[config.mk]
export PLATFORM = sky130hd
export DESIGN_NAME = cdram_cmd_decoder
export DESIGN_NICKNAME = d
export VERILOG_FILES = /design/src/rtl/cdram_pkg.sv /design/src/rtl/cdram_ctrl.sv /design/src/rtl/cdram_dpath.sv /design/src/rtl/cdram_cmd_decoder.sv
export SDC_FILE = /design/constraint.sdc
export NUM_CORES = 1
export LEC_CHECK = 0
export ABC_AREA = 1
export BUFFER_PORTS_ARGS = -buffer_cell sky130_fd_sc_hd__buf_2
export CORE_UTILIZATION = 45
export DETAILED_ROUTE_END_ITERATION = 8
export PLACE_DENSITY = 0.76
export SLEW_MARGIN = 10
export SYNTH_ARGS = -nofsm -noshare
export SYNTH_HDL_FRONTEND = slang
export SYNTH_SLANG_ARGS = --single-unit
[constraint.sdc]
create_clock -name clk -period 1.59 [get_ports clk]
set_clock_uncertainty 0.2 [all_clocks]
set_input_delay 0.2385 -clock clk [delete_from_list [all_inputs] [get_ports clk]]
set_output_delay 0.2385 -clock clk [all_outputs]
set_load 0.1 [all_outputs]
[src/rtl/cdram_pkg.sv]
package cdram_pkg;
  typedef struct packed {
    logic act;
    logic rdX;
    logic wrX;
    logic setCmd;
    logic nop;
    logic dPd;
    logic sPd;
    logic other;
    logic illegal;
  } strobe_t;

  typedef struct packed {
    logic ldRow;
    logic ldCol;
    logic ldCmd;
    logic ldCtl;
    logic holdSram;
  } dpCtl_t;

  localparam int ADDR_W_DEF = 12;
  localparam int BLK_LSB_DEF = 3;
  localparam int BLK_W_DEF = 5;
  localparam int OP_W_DEF = 3;
  localparam int CMD_W_DEF = 10;
  localparam int DATA_W_DEF = 16;
endpackage

[src/rtl/cdram_ctrl.sv]
module cdram_ctrl
  import cdram_pkg::*;
(
  input  logic    clk,
  input  logic    rst,
  input  logic    csN,
  input  logic    dMaskN,
  input  logic    sMaskN,
  input  logic    rasN,
  input  logic    casN,
  input  logic    dtdN,
  output strobe_t strb,
  output dpCtl_t  dp,
  output logic    rowActive
);
  strobe_t nxt;
  logic dGated;
  logic sGated;

  always_comb begin
    nxt = '0;
    dp = '0;
    dp.holdSram = sGated;
    if (dGated) begin
      if (!sMaskN) nxt.sPd = 1'b1;
    end else if (!dMaskN) begin
      nxt.dPd = 1'b1;
    end else if (!sMaskN) begin
      nxt.sPd = 1'b1;
    end else if (csN) begin
      if (!sGated) nxt.nop = 1'b1;
    end else if (!rasN && casN && dtdN) begin
      nxt.act = 1'b1;
      dp.ldRow = 1'b1;
    end else if (rasN && !casN) begin
      if (rowActive) begin
        dp.ldCol = 1'b1;
        if (dtdN) nxt.rdX = 1'b1;
        else nxt.wrX = 1'b1;
      end else begin
        nxt.illegal = 1'b1;
      end
    end else if (!rasN && !casN && !dtdN) begin
      nxt.setCmd = 1'b1;
      dp.ldCmd = 1'b1;
    end else begin
      nxt.other = 1'b1;
      dp.ldCtl = 1'b1;
    end
  end

  always_ff @(posedge clk) begin
    if (rst) begin
      strb <= '0;
      rowActive <= 1'b0;
      dGated <= 1'b0;
      sGated <= 1'b0;
    end else begin
      strb <= nxt;
      dGated <= !dMaskN;
      sGated <= !sMaskN;
      if (nxt.act) rowActive <= 1'b1;
    end
  end

  p_onehot_r1: assert property (@(posedge clk) disable iff (rst) $onehot0(strb))
    else $error("more than one strobe high");
  p_xfer_row_r3: assert property (@(posedge clk) disable iff (rst)
    (strb.rdX || strb.wrX) |-> $past(rowActive))
    else $error("transfer without open row");
  p_illegal_norow_r4: assert property (@(posedge clk) disable iff (rst)
    strb.illegal |-> !$past(rowActive))
    else $error("illegal flagged with open row");
  p_nop_mask_r7: assert property (@(posedge clk) disable iff (rst)
    strb.nop |-> ($past(csN) && !$past(sGated)))
    else $error("nop without its conditions");
  p_gated_quiet_r8: assert property (@(posedge clk) disable iff (rst)
    dGated |=> !(strb.act || strb.rdX || strb.wrX || strb.setCmd ||
                 strb.nop || strb.dPd || strb.other || strb.illegal))
    else $error("DRAM command while gated");
endmodule

[src/rtl/cdram_dpath.sv]
module cdram_dpath
  import cdram_pkg::*;
#(
  parameter int ADDR_W = ADDR_W_DEF,
  parameter int BLK_LSB = BLK_LSB_DEF,
  parameter int BLK_W = BLK_W_DEF,
  parameter int OP_W = OP_W_DEF,
  parameter int CMD_W = CMD_W_DEF,
  parameter int DATA_W = DATA_W_DEF
) (
  input  logic              clk,
  input  logic              rst,
  input  dpCtl_t            dp,
  input  logic [ADDR_W-1:0] addr,
  input  logic              rasN,
  input  logic              casN,
  input  logic              dtdN,
  input  logic [DATA_W-1:0] sramIn,
  output logic [ADDR_W-1:0] rowAddr,
  output logic [BLK_W-1:0]  blockAddr,
  output logic [OP_W-1:0]   xferOp,
  output logic [CMD_W-1:0]  cmdWord,
  output logic [2:0]        ctlBits,
  output logic [DATA_W-1:0] sramOut
);
  localparam int BLK_MSB = BLK_LSB + BLK_W - 1;

  always_ff @(posedge clk) begin
    if (rst) begin
      rowAddr <= '0;
      blockAddr <= '0;
      xferOp <= '0;
      cmdWord <= '0;
      ctlBits <= '0;
      sramOut <= '0;
    end else begin
      if (dp.ldRow) rowAddr <= addr;
      if (dp.ldCol) begin
        blockAddr <= addr[BLK_MSB:BLK_LSB];
        xferOp <= addr[OP_W-1:0];
      end
      if (dp.ldCmd) cmdWord <= addr[CMD_W-1:0];
      if (dp.ldCtl) ctlBits <= {rasN, casN, dtdN};
      if (!dp.holdSram) sramOut <= sramIn;
    end
  end

  p_row_latch_r2: assert property (@(posedge clk) disable iff (rst)
    dp.ldRow |=> rowAddr == $past(addr))
    else $error("row not latched");
  p_cmd_latch_r5: assert property (@(posedge clk) disable iff (rst)
    dp.ldCmd |=> cmdWord == $past(addr[CMD_W-1:0]))
    else $error("command word not latched");
  p_sram_hold_r9: assert property (@(posedge clk) disable iff (rst)
    dp.holdSram |=> $stable(sramOut))
    else $error("SRAM data changed while gated");
endmodule

[src/rtl/cdram_cmd_decoder.sv]
module cdram_cmd_decoder
  import cdram_pkg::*;
#(
  parameter int ADDR_W = ADDR_W_DEF,
  parameter int BLK_LSB = BLK_LSB_DEF,
  parameter int BLK_W = BLK_W_DEF,
  parameter int OP_W = OP_W_DEF,
  parameter int CMD_W = CMD_W_DEF,
  parameter int DATA_W = DATA_W_DEF
) (
  input  logic              clk,
  input  logic              rst,
  input  logic              csN,
  input  logic              dMaskN,
  input  logic              sMaskN,
  input  logic              rasN,
  input  logic              casN,
  input  logic              dtdN,
  input  logic [ADDR_W-1:0] addr,
  input  logic [DATA_W-1:0] sramIn,
  output logic              actStb,
  output logic              rdXferStb,
  output logic              wrXferStb,
  output logic              setCmdStb,
  output logic              nopStb,
  output logic              dramPdStb,
  output logic              sramPdStb,
  output logic              otherStb,
  output logic              illegalStb,
  output logic              rowActive,
  output logic [ADDR_W-1:0] rowAddr,
  output logic [BLK_W-1:0]  blockAddr,
  output logic [OP_W-1:0]   xferOp,
  output logic [CMD_W-1:0]  cmdWord,
  output logic [2:0]        ctlBits,
  output logic [DATA_W-1:0] sramOut
);
  strobe_t strb;
  dpCtl_t dp;

  cdram_ctrl u_ctrl (
    .clk(clk), .rst(rst), .csN(csN), .dMaskN(dMaskN), .sMaskN(sMaskN),
    .rasN(rasN), .casN(casN), .dtdN(dtdN),
    .strb(strb), .dp(dp), .rowActive(rowActive)
  );

  cdram_dpath #(
    .ADDR_W(ADDR_W), .BLK_LSB(BLK_LSB), .BLK_W(BLK_W),
    .OP_W(OP_W), .CMD_W(CMD_W), .DATA_W(DATA_W)
  ) u_dpath (
    .clk(clk), .rst(rst), .dp(dp), .addr(addr),
    .rasN(rasN), .casN(casN), .dtdN(dtdN), .sramIn(sramIn),
    .rowAddr(rowAddr), .blockAddr(blockAddr), .xferOp(xferOp),
    .cmdWord(cmdWord), .ctlBits(ctlBits), .sramOut(sramOut)
  );

  assign actStb = strb.act;
  assign rdXferStb = strb.rdX;
  assign wrXferStb = strb.wrX;
  assign setCmdStb = strb.setCmd;
  assign nopStb = strb.nop;
  assign dramPdStb = strb.dPd;
  assign sramPdStb = strb.sPd;
  assign otherStb = strb.other;
  assign illegalStb = strb.illegal;
endmodule

==> qor.yml <==
status:
  status: "finished, final reports clean"
finish:
  layout_common_cells: "104 x nor2_1, 88 x buf_2, 60 x dfxtp_1"
  drive_gt1_frac: 0.287
  final_util: 0.713
  final_nets: 459
  area_growth_pct: 53.3
  diodes: 0
  final_common_cell: "nor2_1"
sta:
  period_needed_ps: 1550
  period_share: 0.977
  fin_tns_setup_ps: 0
  drv_slew: 0
  hold_viol_final: 0
  tightest_slew_ps: 507
  rsz0062_at_grt: "false"
  fmax_mhz: 644
  max-slew-margin-rel: 0.664
  setup_viol: 0
logic_synthesis:
  yosys-mux-area-fraction: 0
  synth_cell_types: 19
  synth.area.top_cells: "dfxtp_1 56%, nor2_1 18%, o21ai_0 6.4%"
  ys_ff_latch: 61
  synth_top_family_by_area: "simple AND/OR/NAND/NOR gates"
  synth-simple-area-share: 0.280
  yosysWarnings: 0
  synth_compound_area_frac: 0.0900
  synthAdderAreaFrac: 0
  synthCells: 290
  synth_top_area_share: 0.556
  async_reset_ff_frac: 0
  synth_edf_count: 0
  synth_largest_area_cell: "dfxtp_1"
  avgSynthCellArea_um2: 7.57
  synth_area_mm2: 0.00220
  syn_nets: 326
  ys_seq_area_frac: 0.556
  synth_ff_type: "dfxtp_1"
  synth-xor-area-share: 0
hold_path:
  hp-start: "dtdN"
  hold_end: "u_ctrl.strb[7]"
  min_path_cells: 3
  hold_class: "in2reg"
clock_network:
  htree_levels: 3
  cts_tree: "built"
  cts_root_buffer: "clkbuf_8"
  cts_buffers: 9
  clk_pin_slew_ps: 60
  clockBufferDepth: 2
  clkLatencyLatePin_ps: 330
  clock-sinks: 61
detailed_routing:
  via_per_inst: 4.58
  wl_per_cell_um: 12.0
  route.detailed.drc: 0
  drtAntennaViolNets: 0
  dr.pass1.iters: 4
  finalWirelength_um: 5950
  vias: 2269
  drt_iter0_drc: 137
worst_setup_path:
  crit_required_ps: 1150
  cp.arrival_ps: 1120
  reg2regPathDepth: 7
  slowest_delay_ps: 440
  r2r_setup_slack_ps: 140
  crit_fanout: 2
  path_cells: "buf_2"
  crit_path_top_delay_cell: "buf_2"
  critical_path_buf_inv_count: 1
  startpoint_type: "flop"
  cp-end-kind: "primary output"
  r2r-end: "u_dpath.rowAddr[6]"
  critPathKind: "reg2out"
  reg2reg_from: "u_ctrl.dGated"
  cp_top_family: "buffers and inverters"
floorplanning:
  rows: 25
  start_util: 0.465
  core_mm2: 0.00472
  die_w_um: 71.9
  ioPinCount: 95
  die_h_um: 71.9
  dieArea_mm2: 0.00516
place:
  dp.final_hpwl_um: 3520
  gp_congestion: 0.817
  port_buffers: 94
global_routing:
  grt_use_total: 0.250
  grt-ovfl-total: 0
  grt_max_degree: 34
  grt_pass1_wl_um: 9820
  antenna_found_initial: 0
  grt_pass1_vias: 2175
flow_run:
  drv_cap: 0
power_and_ir_drop:
  p_per_area_mw_per_mm2: 1150
  leakage_nw: 1.71
  vdd_drop_max_uv: 797
[power by group]
group / leakage (nW) / internal (W) / switching (W)
Sequential: 0.498 / 0.00157 / 0.0000224
Combinational: 1.09 / 0.000169 / 0.000458
Clock: 0.121 / 0.00108 / 0.000576
[cells by family after synthesis]
logic type | Yosys count
flops | 61
compound gates | 39
buf+inv | 39
simple gates | 151
[per-stage QoR]
stage                     setup slack, ps  total power, W  hold slack [ps]  instance area [um^2]  instances
final                                36.5         0.00388             29.4                  3370        495
after CTS                            18.3         0.00389             3.82                  3340        495
after global routing                0.718         0.00403             35.9                  3370        495
after global placement                131         0.00217              230                  2760        445
after floorplan                      23.7         0.00205              105                  2200        290
after detailed placement             83.6         0.00218              222                  2760        445
[flip-flops by register name (all words and copies together), names as in the netlist, 3 cells and up]
signal and flops:
u_ctrl.strb 9, u_dpath.blockAddr 5, u_dpath.cmdWord 10, u_dpath.ctlBits 3, u_dpath.rowAddr 12, u_dpath.sramOut 16, u_dpath.xferOp 3
[cells in the mapped netlist, types with 2 or more instances]
| master | number |
|---|---|
| nor2_1 | 105 |
| dfxtp_1 | 61 |
| nand2_1 | 29 |
| o21ai_0 | 28 |
| inv_1 | 23 |
| o21ai_1 | 8 |
| nand3_1 | 7 |
| buf_2 | 6 |
| clkbuf_1 | 5 |
| inv_2 | 3 |
| nand4_1 | 3 |
| nor3_1 | 3 |
| a21oi_1 | 2 |
| nand2_2 | 2 |
[layer usage]
| layer | track usage | up-vias | routed length, um |
|---|---|---|---|
| met5 | 0 | - | 0 |
| met2 | 0.442 | 63 | 3060 |
| met4 | 0.0893 | 0 | 101 |
| li1 | - | 1165 | - |
| met3 | 0.0689 | 12 | 288 |
| met1 | 0.288 | 1029 | 2510 |
[repair_timing]
action	4_1_cts	5_1_grt
setup buffers	0	0
setup endpoints to repair	0	20
hold buffers	34	0
hold endpoints to repair	38	0
resized for setup	0	10
[worst max-delay path by stage]
stage / end / cells after the start / start
floorplan: u_dpath.blockAddr[0] / 6 / u_ctrl.rowActive
global placement: u_dpath.rowAddr[7] / 8 / csN
detailed placement: u_dpath.cmdWord[8] / 8 / dtdN
CTS: blockAddr[1] / 1 / u_dpath.blockAddr[1]
global route: sramOut[11] / 1 / u_dpath.sramOut[11]
finish: blockAddr[0] / 1 / u_dpath.blockAddr[0]
[area by class of cell]
cell class,instances,area [um^2]
clock inverters,4,95.1
well taps,67,83.8
repair buffers,134,900
inverters,27,104
multi-input cells,190,816
fillers,392,1360
flip-flops and latches,61,1220
clock buffers,12,145
Power figures use the tool's default switching activity.
